$ cat src/rtl/ser_tx_master.sv
module ser_tx_master #(
  parameter int DW   = 8,
  parameter int DIVW = 2
) (
  input  logic       clk,
  input  logic       rst_n,
  input  logic       wr_en,
  input  logic [1:0] wr_addr,
  input  logic [7:0] wr_data,
  output logic       sclk,
  output logic       sdo,
  output logic       busy,
  output logic       done_irq
);
  localparam int LW = $clog2(DW);
  localparam int CW = 1 << DIVW;

  logic            pwr, txe, msb;
  logic [DIVW-1:0] div, div_q;
  logic [LW-1:0]   len, last, k;
  logic            msb_q;
  logic [DW-1:0]   sh;
  logic [CW-1:0]   cnt;

  wire en    = pwr & txe;
  wire start = wr_en && wr_addr == 2'd3 && en && !busy;
  wire abort = busy && wr_en && wr_addr == 2'd0 && !(wr_data[7] && wr_data[6]);

  wire [CW-1:0] half_m1  = (CW'(1) << div_q) - CW'(1);
  wire [LW-1:0] nlast    = (len == '0) ? LW'(DW - 1) : len - LW'(1);
  wire [LW-1:0] k1       = k + LW'(1);
  wire [LW-1:0] idx_next = msb_q ? last - k1 : k1;
  wire [LW-1:0] idx0     = msb ? nlast : '0;

  always_ff @(posedge clk or negedge rst_n) begin
    if (!rst_n) begin
      pwr <= 1'b0; txe <= 1'b0; msb <= 1'b0;
      div <= '0;   len <= '0;
    end else if (wr_en) begin
      case (wr_addr)
        2'd0: begin pwr <= wr_data[7]; txe <= wr_data[6]; msb <= wr_data[0]; end
        2'd1: div <= wr_data[DIVW-1:0];
        2'd2: len <= wr_data[LW-1:0];
        default: ;
      endcase
    end
  end

  always_ff @(posedge clk or negedge rst_n) begin
    if (!rst_n) begin
      sh <= '0; msb_q <= 1'b0; div_q <= '0; last <= '0; k <= '0; cnt <= '0;
      busy <= 1'b0; sclk <= 1'b1; sdo <= 1'b1; done_irq <= 1'b0;
    end else begin
      done_irq <= 1'b0;
      if (start) begin
        sh    <= wr_data[DW-1:0];
        msb_q <= msb;
        div_q <= div;
        last  <= nlast;
        k     <= '0;
        cnt   <= '0;
        busy  <= 1'b1;
        sclk  <= 1'b0;
        sdo   <= wr_data[idx0];
      end else if (abort) begin
        busy <= 1'b0;
        sclk <= 1'b1;
      end else if (busy) begin
        if (cnt == half_m1) begin
          cnt <= '0;
          if (!sclk) begin
            sclk <= 1'b1;
            if (k == last) begin
              busy     <= 1'b0;
              done_irq <= 1'b1;
            end
          end else begin
            sclk <= 1'b0;
            k    <= k1;
            sdo  <= sh[idx_next];
          end
        end else begin
          cnt <= cnt + CW'(1);
        end
      end
    end
  end
endmodule

$ cat config.mk
export PLATFORM = sky130hd
export DESIGN_NAME = ser_tx_master
export DESIGN_NICKNAME = d
export VERILOG_FILES = /design/src/rtl/ser_tx_master.sv
export SDC_FILE = /design/constraint.sdc
export NUM_CORES = 1
export LEC_CHECK = 0
export ABC_CLOCK_PERIOD_IN_PS = 4900
export BUFFER_PORTS_ARGS = -buffer_cell sky130_fd_sc_hd__buf_2
export CORE_ASPECT_RATIO = 1.75
export CORE_MARGIN = 1.5
export CORE_UTILIZATION = 63
export DETAILED_ROUTE_END_ITERATION = 12
export PLACE_DENSITY = 0.84
export SYNTH_ARGS = -nofsm -noshare
export SYNTH_HDL_FRONTEND = slang
export SYNTH_SLANG_ARGS = --single-unit
export TNS_END_PERCENT = 10
$ cat constraint.sdc
create_clock -name clk -period 4.9 [get_ports clk]
set_input_delay 0.98 -clock clk [delete_from_list [all_inputs] [get_ports clk]]
set_output_delay 0.98 -clock clk [all_outputs]
set_load 0.05 [all_outputs]
# Word level (Yosys, flattened, before mapping)
# Cells that the tools add are included.
[totals]
regBits = 33
input_bits = 13
out_inout_bits = 4
[op_classes]
add_sub_neg = 5
n_lt_le_gt_ge = 2
n_eq_ne = 6
shifts = 1
mux = 38
bitwise_logic = 1
reduce_logical = 22
[ops]
columns = ["cell", "count"]
rows = [
  ["1-bit two-way mux", 24],
  ["3-bit two-way mux", 8],
  ["4-bit two-way mux", 4],
  ["2-bit AND reduction", 5],
  ["3-bit by 4-bit less-than comparator with 1-bit output, second input constant", 2],
  ["1-bit logical AND", 7],
  ["1-bit binary-select mux with 3-bit select", 2],
  ["2-bit nonzero test", 3],
  ["3-bit nonzero test", 2],
  ["4-bit by 1-bit adder with 4-bit output, second input constant", 1],
  ["2-bit == test, second input constant", 2],
  ["4-bit == test", 1],
  ["4-bit AND reduction", 1],
  ["1-bit by 2-bit << shifter with 4-bit output, first input constant", 1],
  ["4-bit by 2-bit subtractor with 4-bit output, second input constant", 1],
  ["3-bit by 1-bit adder with 3-bit output, second input constant", 1],
  ["3-bit == test", 1],
  ["3-bit zero test", 1],
  ["3-bit by 1-bit subtractor with 3-bit output, second input constant", 1],
  ["3-bit subtractor", 1],
  ["2-bit by 1-bit == test with 1-bit output, second input constant", 1],
  ["1-bit zero test", 2],
  ["2-bit zero test", 1],
  ["2-bit inequality test, second input constant", 1],
  ["1-bit AND", 1],
]

# Logic depth before layout (Yosys ltp)
[logic_depth]
ltp_word = 10
depth_mapped = 9
ltp_nobuf = 9

# Worst setup path after synthesis
# OpenSTA, ideal clock, no wires.
[synth_path]
path_type = "input to register"
from = "in wr_addr[0]"
to = "reg cnt[0]"
setup_ns = 0.065
arrival_time_ns = 2.104
setup_slack_ns = 2.731
path_stages = 6
path_cell_list = "and4b_1 and3_1 buf_2 or2_1 or3_1 nand2_1"
[synth_between]
elab_chain_cells = 6
word_cells_on_any_way = 11
[synth_lines]
columns = ["element", "line_no", "rtl"]
rows = [
  ["start, declared", "8", "input logic [1:0] wr_addr,"],
  ["2-bit == test", "26", "wire start = wr_en && wr_addr == 2'd3 && en && !busy;"],
  ["1-bit logical AND (3 in a row)", "26", ""],
  ["2-bit inequality test (no source line) / 2-bit nonzero test (equally long branches)", "--", ""],
  ["2-bit AND reduction (no source line)", "--", ""],
  ["end signal, assigned", "83", "cnt <= cnt + CW'(1);"],
  ["end, declared", "23", "logic [CW-1:0] cnt;"],
]
# Several ways; a longest one is shown, not always the timed one.
# A chain may end at the register's enable or synchronous reset.

# Final worst setup path
[layout_path]
from = "in wr_addr[0]"
to = "reg cnt[2]"
# Same word-level chain as after synthesis.

==> impl_metrics.tcl <==
set metrics [dict create \
    drtIter0Drc 35 \
    post_cts_buffers 0 \
    cts_buffers 5 \
    seqCellArea_um2 828 \
    die_x_um 43.5 \
    crit_arrival_ns 2.50 \
    top_layer "met4" \
    hpwl_mm 2.91 \
    antenna_cells 0 \
    fin_crit_ns 2.28 \
    rows 25 \
    synthFlopType "dfrtp_1" \
    synth.distinct_cells 46 \
    ys_seq_area_share_pct 45.7 \
    synthTopCellsByArea "dfrtp_1 43%, nand2_1 9.7%, mux2_2 4.4%" \
    cts_root_buf "clkbuf_8" \
    port_buffers 16 \
    design_area_um2 1990 \
    critPathLaunchType "input pin" \
    fin_util_pct 73.1 \
    worstPathRequired_ns 5.13 \
    syn_to_final_growth_pct 9.95 \
    p_leak_nw 0.959 \
    wirelength_mm 3.87 \
    synth_edf_count 0 \
    drive_gt1_share_pct 17.6 \
    route.antenna.remaining_nets 0 \
    postCtsHoldBufs 0 \
    peakVddDrop_v 0.000388 \
    clk_latency_ns 0.28 \
    finClkSkew_ns 0.00479 \
    r2r_cells 8 \
    grt_max_degree 34 \
    cts.clk_slew.worst_paths_ns 0.07 \
    cellPowerDensity_nw_per_um2 662 \
    min_from "div[0]" \
    nNetsFinal 234 \
    max_freq_mhz 439 \
    reg2reg_from "k[0]" \
    synthDominantCellAreaShare_pct 42.8 \
    slew_violations 0 \
    cts.repair.resized 0 \
    hold_path_class "reg -> reg" \
    place_area_um2 1900 \
    maxSlewHeadroom_pct 49.3 \
    initial_core_util_pct 66.5 \
    grt.overflow.total 0 \
    vias 1498 \
    grt_pass1_vias 1466 \
    synth-async-reset-ratio_pct 100 \
    dr.pass1.iters 4 \
    cp_slowest_cell "and3_1" \
    core_area_um2 2720 \
    reg2reg_slack_ns 2.63 \
    setup_tns_ns 0 \
    crit_path_end_kind "register" \
    netlist_area_um2 1810 \
    drcViolationCount 0 \
    tritoncts "yes" \
    via_per_inst 6.16 \
    holdPathStages 2 \
    die-area_um2 3220 \
    rsz0062_at_grt "no" \
    grt_pass1_wl_mm 6.34 \
    drv_cap 0 \
    slowest_delay_ns 0.53 \
    routedLengthMet1_mm 1.56 \
    min_period_over_period_pct 46.5 \
    outcome "completed" \
    routedWlPerCell_um 15.9 \
    crit_chain "buf_2, and4b_1, and3_1, nor2_1, nor4b_1, a21o_1" \
    wl_met3_um 143 \
    routabilityCongestion 0.806 \
    cts_buffer_depth 2 \
    antenna_found_initial 0 \
    cts_sinks 33 \
    synth_fp_nets 216 \
    track_usage_pct 27.5 \
    tightest_slew_ns 0.758 \
    cp_max_fo 17 \
    cts-htree-levels 2 \
    final-setup-viol-count 0 \
    synth_common_cells "47 x nand2_1, 31 x dfrtp_1, 15 x o21ai_0" \
    multi_input_area_um2 917 \
    yosysMostFrequentCell "nand2_1" \
    synth_top_area_cell "dfrtp_1" \
    wl_met2_mm 1.98 \
    fp.dieH_um 73.9 \
    nFillCells 198 \
    ioPinCount 17 \
    reg2reg_to "sdo" \
    syn-mean-instance-area_um2 9.19 \
    holdPathEnd "div_q[0]" \
    synth-seq-cells 33 \
    hold_violations 0 \
    ys.warnings.count 0 \
    synthCells 197 \
    path_class "in -> reg" \
]
routing by layer:
| layer | global-route usage, % | vias up |
|---|---|---|
| met1 | 28.4 | 710 |
| met3 | 6.39 | 16 |
| li1 | - | 720 |
| met2 | 47.1 | 52 |
| met4 | 20.5 | 0 |
| met5 | 0 | - |
area by class of cell:
cell class / instances / area share, %
multi-input combinational: 147 / 46.1
sequential: 33 / 41.6
timing repair buffer: 16 / 4.02
clock buffer: 5 / 3.46
inverter: 12 / 2.26
tap: 27 / 1.70
clock inverter: 3 / 0.880
kinds of logic after synthesis:
family	after synthesis	synth area share (%)
buffers and inverters	17	3.59
xor gates and xnor gates	6	2.90
adders and majority gates	6	4.56
DFF	33	45.7
muxes	11	6.57
AOI/OAI and AO/OA	43	15.6
and+or+nand+nor	81	21.0
report_power, final:
part | switching (mW) | internal [mW] | total (mW)
combinational | 0.350 | 0.272 | 0.622
sequential | 0.116 | 0.384 | 0.500
clock | 0.0985 | 0.0978 | 0.196
flip-flops by register name (all words and copies together), names as in the netlist:
| register | flops |
|---|---|
| k | 3 |
| sdo | 1 |
| sh | 8 |
| len | 3 |
| busy | 1 |
| div_q | 2 |
| cnt | 4 |
| msb_q | 1 |
| txe | 1 |
| last | 3 |
| div | 2 |
| sclk | 1 |
| pwr | 1 |
| done_irq | 1 |
| msb | 1 |
worst max-delay path, delay by kind of cell:
family,cells,cell delay [ns]
compound gates,1,0.12
buf+inv,1,0.11
simple gates,4,1.27
worst max-delay path by stage:
stage | from | to | cells after the start
6_report | wr_addr[0] | cnt[2] | 6
3_5_place_dp | wr_addr[0] | cnt[2] | 6
3_3_place_gp | wr_addr[0] | cnt[2] | 6
5_1_grt | wr_addr[0] | cnt[2] | 6
2_1_floorplan | wr_addr[0] | cnt[0] | 6
4_1_cts | k[0] | sdo | 8
placed cells by master (no fill, tap or decap), types with 3 or more instances in the layout:
cell / netlist / final
o22ai_1: 4 / 4
nor2b_1: 5 / 5
nor2_1: 9 / 9
a22oi_1: 3 / 3
buf_2: 1 / 16
ha_1: 5 / 5
dfrtp_1: 31 / 31
xnor2_1: 5 / 5
o21ai_0: 15 / 15
mux2i_1: 4 / 4
o211ai_1: 4 / 4
clkbuf_8: 0 / 5
inv_1: 11 / 11
nand3_1: 5 / 5
mux2_2: 7 / 7
nand2_1: 47 / 47
stage by stage:
stage          instances  total power [mW]  setup WS, ns  hold WS (ns)
3_5_place_dp         235              1.12          2.36         0.457
5_1_grt              243              1.41          2.48         0.507
2_1_floorplan        197             0.963          2.73         0.433
4_1_cts              243              1.31          2.63         0.474
3_3_place_gp         235              1.08          2.45         0.459
6_report             243              1.32          2.62         0.469
No activity file was read; power rests on OpenSTA's default activity.
